[config.mk]
export PLATFORM = sky130hd
export DESIGN_NAME = sync_serial_xcvr
export DESIGN_NICKNAME = d
export VERILOG_FILES = /design/src/rtl/sxc_pkg.sv /design/src/rtl/sxc_clk_src.sv /design/src/rtl/sxc_tx.sv /design/src/rtl/sxc_rx.sv /design/src/rtl/sync_serial_xcvr.sv
export SDC_FILE = /design/constraint.sdc
export NUM_CORES = 1
export LEC_CHECK = 0
export BUFFER_PORTS_ARGS = -buffer_cell sky130_fd_sc_hd__buf_4
export CAP_MARGIN = 15
export CORE_MARGIN = 3
export CORE_UTILIZATION = 43
export DETAILED_ROUTE_END_ITERATION = 12
export PLACE_DENSITY = 0.6
export SLEW_MARGIN = 40
export SYNTH_ARGS = -nofsm -noshare
export SYNTH_HDL_FRONTEND = slang
export SYNTH_HIERARCHICAL = 1
export SYNTH_SLANG_ARGS = --single-unit
[constraint.sdc]
create_clock -name clk -period 2.3 [get_ports clk]
set_input_delay 0.23 -clock clk [delete_from_list [all_inputs] [get_ports clk]]
set_output_delay 0.23 -clock clk [all_outputs]
set_load 0.02 [all_outputs]
[src/rtl/sxc_pkg.sv]
package sxc_pkg;

  typedef enum logic {
    CLK_INT = 1'b0,
    CLK_EXT = 1'b1
  } clk_src_e;

  typedef struct packed {
    logic fall;
    logic rise;
  } edge_pair_t;

  // Decide whether the internal clock may begin a new character.
  function automatic logic f_clock_go(input logic tx_on, input logic tx_hold_empty,
                                      input logic rx_on, input logic rx_hold_full);
    return (tx_on & ~tx_hold_empty) | (rx_on & ~tx_on & ~rx_hold_full);
  endfunction

  // Edge detection between two successive samples of a level.
  function automatic edge_pair_t f_edges(input logic prev_lvl, input logic cur_lvl);
    edge_pair_t e;
    e.fall = prev_lvl & ~cur_lvl;
    e.rise = ~prev_lvl & cur_lvl;
    return e;
  endfunction

endpackage

[src/rtl/sxc_clk_src.sv]
module sxc_clk_src
  import sxc_pkg::*;
#(
  parameter int CHAR_W      = 8,
  parameter int SYNC_STAGES = 2
) (
  input  logic clk,
  input  logic rst_n,
  input  logic ext_sel,
  input  logic baud_tick,
  input  logic go,
  input  logic sclk_in,
  output logic sclk_out,
  output logic fall_stb,
  output logic rise_stb
);

  localparam int PC_W = (CHAR_W > 1) ? $clog2(CHAR_W) : 1;

  function automatic logic [PC_W-1:0] f_next_pulse(input logic [PC_W-1:0] p);
    return (p == PC_W'(CHAR_W - 1)) ? '0 : p + 1'b1;
  endfunction

  clk_src_e src;
  assign src = clk_src_e'(ext_sel);

  // Internal generator
  logic            gen_q;
  logic [PC_W-1:0] pulse_q;
  logic            int_fall, int_rise;

  assign int_fall = baud_tick & gen_q & ((pulse_q != '0) | go);
  assign int_rise = baud_tick & ~gen_q;

  always_ff @(posedge clk) begin
    if (!rst_n) begin
      gen_q   <= 1'b1;
      pulse_q <= '0;
    end else if (src == CLK_EXT) begin
      gen_q   <= 1'b1;
      pulse_q <= '0;
    end else if (int_fall) begin
      gen_q   <= 1'b0;
    end else if (int_rise) begin
      gen_q   <= 1'b1;
      pulse_q <= f_next_pulse(pulse_q);
    end
  end

  assign sclk_out = gen_q;

  // External clock synchronizer
  logic [SYNC_STAGES-1:0] sync_q;
  logic                   ext_prev_q;

  for (genvar i = 0; i < SYNC_STAGES; i++) begin : g_sync
    if (i == 0) begin : g_first
      always_ff @(posedge clk) begin
        if (!rst_n) sync_q[0] <= 1'b1;
        else        sync_q[0] <= sclk_in;
      end
    end else begin : g_next
      always_ff @(posedge clk) begin
        if (!rst_n) sync_q[i] <= 1'b1;
        else        sync_q[i] <= sync_q[i-1];
      end
    end
  end

  always_ff @(posedge clk) begin
    if (!rst_n) ext_prev_q <= 1'b1;
    else        ext_prev_q <= sync_q[SYNC_STAGES-1];
  end

  edge_pair_t ext_e;
  assign ext_e = f_edges(ext_prev_q, sync_q[SYNC_STAGES-1]);

  assign fall_stb = (src == CLK_EXT) ? ext_e.fall : int_fall;
  assign rise_stb = (src == CLK_EXT) ? ext_e.rise : int_rise;

endmodule

[src/rtl/sxc_tx.sv]
module sxc_tx #(
  parameter int CHAR_W = 8
) (
  input  logic              clk,
  input  logic              rst_n,
  input  logic              tx_en,
  input  logic              wr_stb,
  input  logic [CHAR_W-1:0] wr_data,
  input  logic              fall_stb,
  output logic              sdata_out,
  output logic              tx_empty
);

  localparam int CNT_W = $clog2(CHAR_W + 1);

  logic [CHAR_W-1:0] hold_q;
  logic [CHAR_W-1:0] shift_q;
  logic [CNT_W-1:0]  sent_q;
  logic              sdo_q;
  logic              empty_q;
  logic              mid_char;

  // Between characters when no bit or all bits have gone out.
  assign mid_char = (sent_q != '0) && (sent_q != CNT_W'(CHAR_W));

  always_ff @(posedge clk) begin
    if (!rst_n) begin
      hold_q  <= '0;
      shift_q <= '0;
      sent_q  <= '0;
      sdo_q   <= 1'b1;
      empty_q <= 1'b1;
    end else if (!tx_en) begin
      empty_q <= 1'b1;
      sent_q  <= '0;
    end else begin
      if (fall_stb) begin
        if (mid_char) begin
          sdo_q   <= shift_q[0];
          shift_q <= shift_q >> 1;
          sent_q  <= sent_q + 1'b1;
        end else if (!empty_q) begin
          sdo_q   <= hold_q[0];
          shift_q <= hold_q >> 1;
          sent_q  <= CNT_W'(1);
          empty_q <= 1'b1;
        end else begin
          sent_q  <= '0;
        end
      end
      if (wr_stb) begin
        hold_q  <= wr_data;
        empty_q <= 1'b0;
      end
    end
  end

  assign sdata_out = sdo_q;
  assign tx_empty  = empty_q;

endmodule

[src/rtl/sxc_rx.sv]
module sxc_rx #(
  parameter int CHAR_W = 8
) (
  input  logic              clk,
  input  logic              rst_n,
  input  logic              rx_en,
  input  logic              rise_stb,
  input  logic              sdata_in,
  input  logic              rd_stb,
  output logic [CHAR_W-1:0] rd_data,
  output logic              rx_full,
  output logic              rx_ovr,
  output logic              done
);

  localparam int PC_W = (CHAR_W > 1) ? $clog2(CHAR_W) : 1;

  logic [CHAR_W-1:0] shift_q;
  logic [CHAR_W-1:0] data_q;
  logic [PC_W-1:0]   got_q;
  logic              full_q;
  logic              ovr_q;
  logic              last_bit;
  logic [CHAR_W-1:0] next_byte;

  assign last_bit  = (got_q == PC_W'(CHAR_W - 1));
  assign next_byte = {sdata_in, shift_q[CHAR_W-1:1]};
  assign done      = rx_en & rise_stb & last_bit;

  always_ff @(posedge clk) begin
    if (!rst_n) begin
      shift_q <= '0;
      data_q  <= '0;
      got_q   <= '0;
      full_q  <= 1'b0;
      ovr_q   <= 1'b0;
    end else begin
      if (rd_stb) begin
        full_q <= 1'b0;
        ovr_q  <= 1'b0;
      end
      if (!rx_en) begin
        got_q <= '0;
      end else if (rise_stb) begin
        shift_q <= next_byte;
        if (last_bit) begin
          got_q <= '0;
          if (full_q && !rd_stb) begin
            ovr_q <= 1'b1;
          end else begin
            data_q <= next_byte;
            full_q <= 1'b1;
          end
        end else begin
          got_q <= got_q + 1'b1;
        end
      end
    end
  end

  assign rd_data = data_q;
  assign rx_full = full_q;
  assign rx_ovr  = ovr_q;

endmodule

[src/rtl/sync_serial_xcvr.sv]
module sync_serial_xcvr
  import sxc_pkg::*;
#(
  parameter int CHAR_W      = 8,
  parameter int SYNC_STAGES = 2
) (
  input  logic              clk,
  input  logic              rst_n,
  input  logic              clk_ext_sel,
  input  logic              baud_tick,
  input  logic              tx_en,
  input  logic              rx_en,
  input  logic              wr_stb,
  input  logic [CHAR_W-1:0] wr_data,
  input  logic              rd_stb,
  input  logic              sclk_in,
  input  logic              sdata_in,
  output logic              sclk_out,
  output logic              sclk_oe,
  output logic              sdata_out,
  output logic              tx_empty,
  output logic [CHAR_W-1:0] rd_data,
  output logic              rx_full,
  output logic              rx_ovr
);

  // Internal events, brought out by name for the checker.
  logic edge_fall;
  logic edge_rise;
  logic rx_done;
  logic clk_go;

  assign clk_go  = f_clock_go(tx_en, tx_empty, rx_en, rx_full);
  assign sclk_oe = (clk_src_e'(clk_ext_sel) == CLK_INT);

  sxc_clk_src #(
    .CHAR_W     (CHAR_W),
    .SYNC_STAGES(SYNC_STAGES)
  ) u_clk (
    .clk      (clk),
    .rst_n    (rst_n),
    .ext_sel  (clk_ext_sel),
    .baud_tick(baud_tick),
    .go       (clk_go),
    .sclk_in  (sclk_in),
    .sclk_out (sclk_out),
    .fall_stb (edge_fall),
    .rise_stb (edge_rise)
  );

  sxc_tx #(
    .CHAR_W(CHAR_W)
  ) u_tx (
    .clk      (clk),
    .rst_n    (rst_n),
    .tx_en    (tx_en),
    .wr_stb   (wr_stb),
    .wr_data  (wr_data),
    .fall_stb (edge_fall),
    .sdata_out(sdata_out),
    .tx_empty (tx_empty)
  );

  sxc_rx #(
    .CHAR_W(CHAR_W)
  ) u_rx (
    .clk     (clk),
    .rst_n   (rst_n),
    .rx_en   (rx_en),
    .rise_stb(edge_rise),
    .sdata_in(sdata_in),
    .rd_stb  (rd_stb),
    .rd_data (rd_data),
    .rx_full (rx_full),
    .rx_ovr  (rx_ovr),
    .done    (rx_done)
  );

endmodule

== Yosys cells after proc, flatten, opt, wreduce, memory -nomap -nowiden ==
Cells that the tools add are included.

* Add/subtract/negate cells: 3
* Eq/ne operators: 5
* Mux-type cells: 25
* Bitwise logic cells: 20
* Reductions and logical operators: 16

{| class="wikitable"
|+ Operators by type and width
! cell !! count
|-
| two-way mux 1 bit || 20
|-
| two-way mux 8 bit || 2
|-
| AND reduction 2 bit || 6
|-
| NOT 1 bit || 10
|-
| bitwise AND 1 bit || 8
|-
| adder 3 x 1 -> 3 bit, second input constant || 2
|-
| == test 3 bit, second input constant || 2
|-
| two-way mux 3 bit || 2
|-
| adder 4 x 1 -> 4 bit, second input constant || 1
|-
| two-way mux 4 bit || 1
|-
| != test 2 bit, second input constant || 2
|-
| != test 4 bit, second input constant || 1
|-
| AND reduction 4 bit || 1
|-
| nonzero test 2 bit || 2
|-
| nonzero test 4 bit || 1
|-
| AND reduction 3 bit || 1
|-
| nonzero test 3 bit || 1
|-
| logical AND 1 bit || 2
|-
| OR 1 bit || 2
|-
| OR reduction 2 bit || 1
|-
| logical NOT 1 bit || 1
|}

* Bits in registers: 50
* Word-level logic and storage cells: 84

== Depth between registers and ports, before layout ==
* Depth in word-level cells: 9
* Depth in mapped cells: 10

== By module ==
The synthesis kept the hierarchy.

{| class="wikitable"
|+ Modules (own cells, without submodules)
! module !! times used !! cells an instance !! area an instance (um^2) !! seq. area each (um^2)
|-
| sxc_tx || 1 || 106 || 887.1 || 400.4
|-
| sxc_rx || 1 || 92 || 827.0 || 400.4
|-
| sxc_clk_src || 1 || 35 || 329.1 || 140.1
|-
| sync_serial_xcvr || 1 || 4 || 20.0 || 0.0
|}

== Worst setup path after synthesis ==
OpenSTA, ideal clock, no wires.

* Path type: register -> register
* Start: register u_tx.empty_q (netlist: u_tx/tx_empty)
* End: register u_tx.shift_q[5]
* Setup time: 0.137 ns
* Data arrival time: 1.820 ns
* Slack: 0.342 ns
* Stages on the path, launching flop included: 10
* Path through: dfxtp_1 -> inv_1 -> a22o_1 -> o311ai_0 -> o21ai_0 -> buf_4 -> and2_1 -> buf_2 -> a21oi_1 -> a311oi_2

* Cells in the longest elaborated chain, start to end: 7

{| class="wikitable"
|+ Ends and longest elaborated chain
! item !! line !! RTL
|-
| from (decl) || sxc_tx.sv:20 || <nowiki>logic empty_q;</nowiki>
|-
| from (signal assigned) || sxc_tx.sv:32 || <nowiki>empty_q <= 1'b1;</nowiki>
|-
| from (signal assigned) || sxc_tx.sv:34 || <nowiki>empty_q <= 1'b1;</nowiki>
|-
| from (signal assigned) || sxc_tx.sv:46 || <nowiki>empty_q <= 1'b1;</nowiki>
|-
| NOT 1 bit || sxc_pkg.sv:16 || <nowiki>return (tx_on & ~tx_hold_empty) | (rx_on & ~tx_on & ~rx_hold_full);</nowiki>
|-
| bitwise AND 1 bit || sxc_pkg.sv:16 ||
|-
| OR 1 bit || sxc_pkg.sv:16 ||
|-
| via clk_go || sync_serial_xcvr.sv:31 || <nowiki>logic clk_go;</nowiki>
|-
| OR 1 bit || sxc_clk_src.sv:32 || <nowiki>assign int_fall = baud_tick & gen_q & ((pulse_q != '0) | go);</nowiki>
|-
| bitwise AND 1 bit || sxc_clk_src.sv:32 ||
|-
| two-way mux 1 bit || sxc_clk_src.sv:78 || <nowiki>assign fall_stb = (src == CLK_EXT) ? ext_e.fall : int_fall;</nowiki>
|-
| via edge_fall || sync_serial_xcvr.sv:28 || <nowiki>logic edge_fall;</nowiki>
|-
| AND reduction 3 bit (no line) || -- ||
|-
| to (signal assigned) || sxc_tx.sv:40 || <nowiki>shift_q <= shift_q >> 1;</nowiki>
|-
| to (signal assigned) || sxc_tx.sv:44 || <nowiki>shift_q <= hold_q >> 1;</nowiki>
|-
| to (decl) || sxc_tx.sv:17 || <nowiki>logic [CHAR_W-1:0] shift_q;</nowiki>
|}

The timed path passes the listed nets, and every way through them passes these cells.
A chain may end at the register's enable or synchronous reset.

== Worst setup path after layout ==
Same ends and word-level chain as after synthesis.

==> impl_metrics.ini <==
[power]
power.share.combinational_pct = 6.8
p_sw_w = 0.0003317
p_per_area_mw_per_mm2 = 610.6
p_total_w = 0.001475
p_leak_nw = 0.9287
clkPwrFrac_pct = 36.8
swShare_pct = 22.49
ir_worst_vdd_v = 0.0003344
seq_power_share_pct = 56.4
p_int_w = 0.001143

[sta]
worst_pin_slew_ns = 0.5780
fmax_ghz = 0.5131
tns_ns = 0
finalMaxSlewViolations = 0
skew_ns = 0.003602
period_needed_ns = 1.949
timing.final.crit_share_pct = 84.74
hold_viol_final = 0
hold_ws_ns = 0.1034
slew_headroom_pct = 61.39
rsz0062_at_grt = no
setup_viol = 0

[drt]
drc = 0
vias_per_cell = 5.179
first_iter_violations = 102
vias = 1652
dr.pass1.iters = 4
wl_per_cell_um = 12.88
wl_mm = 4.109
ant_nets = 0

[grt]
grt_pass1_wl_mm = 6.768
antenna_found_initial = 0
grt_use_total_pct = 15.35
grt_max_degree = 34
grt_overflow_total = 0
grt_pass1_vias = 1448

[run]
max-cap-violations = 0

[clock_tree]
clockBufferDepth = 2
tritoncts = yes
clock_latency_ns = 0.29
cts_setup_buffers = 0
htreeDepth = 2
ctsHoldBuffers = 0
clock_sinks = 47
path_clk_slew_ns = 0.08
cts_resized = 0
numCtsBuffers = 5
root_buffer = clkbuf_8

[logic_synthesis]
synth_flop_cell = dfxtp_1
syn_area_per_cell_um2 = 8.706
synth_fp_nets = 263
ys_ff_latch = 47
yosysSeqAreaShare_pct = 45.60
synthTopCellsByArea = dfxtp_1, nand2_1, a21oi_1, mux2i_1, ha_1
synth_edf_count = 0
synth.top_cell.area_share_pct = 45.60
synthesis.area_mm2 = 0.002063
synthCells = 237
post-synth-top-area-cell = dfxtp_1
ys_types = 40
async_reset_ff_share_pct = 0
ys_warn_count = 6

[die]
dieArea_mm2 = 0.005666
num_rows = 24
core_area_mm2 = 0.004504
initial_utilization_pct = 45.81
die_w_um = 75.27
die_h_um = 75.27
ios = 32

[placement]
port_buffers = 31
dpl.hpwl_mm = 2.831
post_dp_cell_area_mm2 = 0.002315
place.gp.congestion = 0.7315

[worst_hold_path]
worstHoldPathType = primary input to flop

[setup_path]
crit_path_end_kind = flop
worstPathMaxFanout = 8
criticalPathCategory = flop to flop
required_ns = 2.46
start_kind = flop
crit_arrival_ns = 2.11

[final_layout]
seqCellArea_um2 = 940.9
final_area_mm2 = 0.002415
n_fill_cell = 423
final_core_util_pct = 53.61
num_antenna_cells = 0
multi_input_area_mm2 = 0.001027
final_layout_size_suffix_gt1_share_pct = 18.73
nets = 292
syn2layout_area_growth_pct = 17.04

[outcome]
status = completed
## placed cells by master (no fill, tap or decap), drive strengths merged, types with 2 or more instances in the layout
cell type / synthesis / routed
and3b: 2 / 2
nor2: 7 / 7
a21oi: 25 / 25
and2b: 2 / 2
a311oi: 6 / 6
a21boi: 7 / 7
nand3b: 5 / 5
nor2b: 3 / 3
o21ai: 4 / 4
mux2i: 11 / 11
buf: 7 / 33
clkbuf: 4 / 8
nand3: 8 / 8
and2: 2 / 2
nor3b: 2 / 2
nand2b: 7 / 7
nand2: 61 / 61
dfxtp: 47 / 47
ha: 8 / 8
inv: 9 / 9
## state kept, by name (all words and copies together) (netlist names), 2 cells and up
name           count
u_rx/shift_q       7
u_tx/sent_q        3
u_rx/got_q         3
u_clk/sync_q       2
u_tx/hold_q        8
u_clk/pulse_q      3
u_rx/rd_data       8
u_tx/shift_q       7
## worst max-delay path, stage by stage (launching register included)
cell	delay, ns
dfxtp_1	0.43
inv_1	0.06
a22o_1	0.22
o311ai_0	0.37
o21ai_0	0.20
and2_1	0.27
a21oi_1	0.19
a311oi_2	0.06
## final timing paths
| check | endpoint | depth (start not counted) | startpoint | slack (ns) |
|---|---|---|---|---|
| worst min-delay path | u_rx/rx_ovr$_SDFF_PN0_ | 2 | rd_stb | 0.10 |
| worst min register to register | u_clk/sync_q[1]$_SDFF_PN1_ | 1 | u_clk/sync_q[0]$_SDFF_PN1_ | 0.44 |
| worst max-delay path | u_tx/shift_q[5]$_SDFFE_PN0P_ | 7 | u_tx/tx_empty$_SDFFE_PN1P_ | 0.35 |
| worst max register to register | u_tx/shift_q[5]$_SDFFE_PN0P_ | 7 | u_tx/tx_empty$_SDFFE_PN1P_ | 0.35 |
## layer usage
metal	up-vias	share of wire (%)	global-route usage [%]
li1	862	-	-
met1	746	53	22.89
met2	42	41	21.76
met3	2	6.0	4.539
met4	0	0.46	3.495
met5	-	0	0
## cells in the mapped netlist, drive strengths merged, types with 2 or more instances
library cell / instances
a21boi: 7
a21oi: 25
a311oi: 6
and2: 2
and2b: 2
and3b: 2
buf: 7
clkbuf: 4
dfxtp: 47
ha: 8
inv: 9
mux2i: 11
nand2: 61
nand2b: 7
nand3: 8
nand3b: 5
nor2: 7
nor2b: 3
nor3b: 2
o21ai: 4
## cells by family after synthesis
logic type,after synthesis,synth area share (%)
compound gates,48,15.28
buf+inv,20,4.608
flops,47,45.60
mux,11,5.337
simple gates,103,24.32
fa+ha+maj,8,4.852
## through the flow
step                      cells  worst slack (ns)
after CTS                   319            0.3662
after detailed placement    311            0.3892
final                       319            0.3511
after floorplan             237            0.3421
after global routing        319            0.1630
after global placement      311            0.4236
## cell type report
| type | instances | share of cell area, % |
|---|---|---|
| multi-input cells | 170 | 42.54 |
| repair buffers | 33 | 10.26 |
| well taps | 52 | 2.694 |
| inverters | 9 | 1.399 |
| clock buffers | 8 | 4.145 |
| flip-flops and latches | 47 | 38.96 |
## power groups by stage
| stage | clock, W | sequential, W | combinational, W |
|---|---|---|---|
| after floorplan | 0 | 0.000851 | 0.0000559 |
| after global placement | 0 | 0.000851 | 0.000100 |
| after detailed placement | 0 | 0.000851 | 0.0000996 |
| after CTS | 0.000555 | 0.000832 | 0.0000999 |
| after global routing | 0.000590 | 0.000834 | 0.000110 |
| final | 0.000543 | 0.000832 | 0.0000996 |
Note: power is estimated with default switching activity, not from simulation.
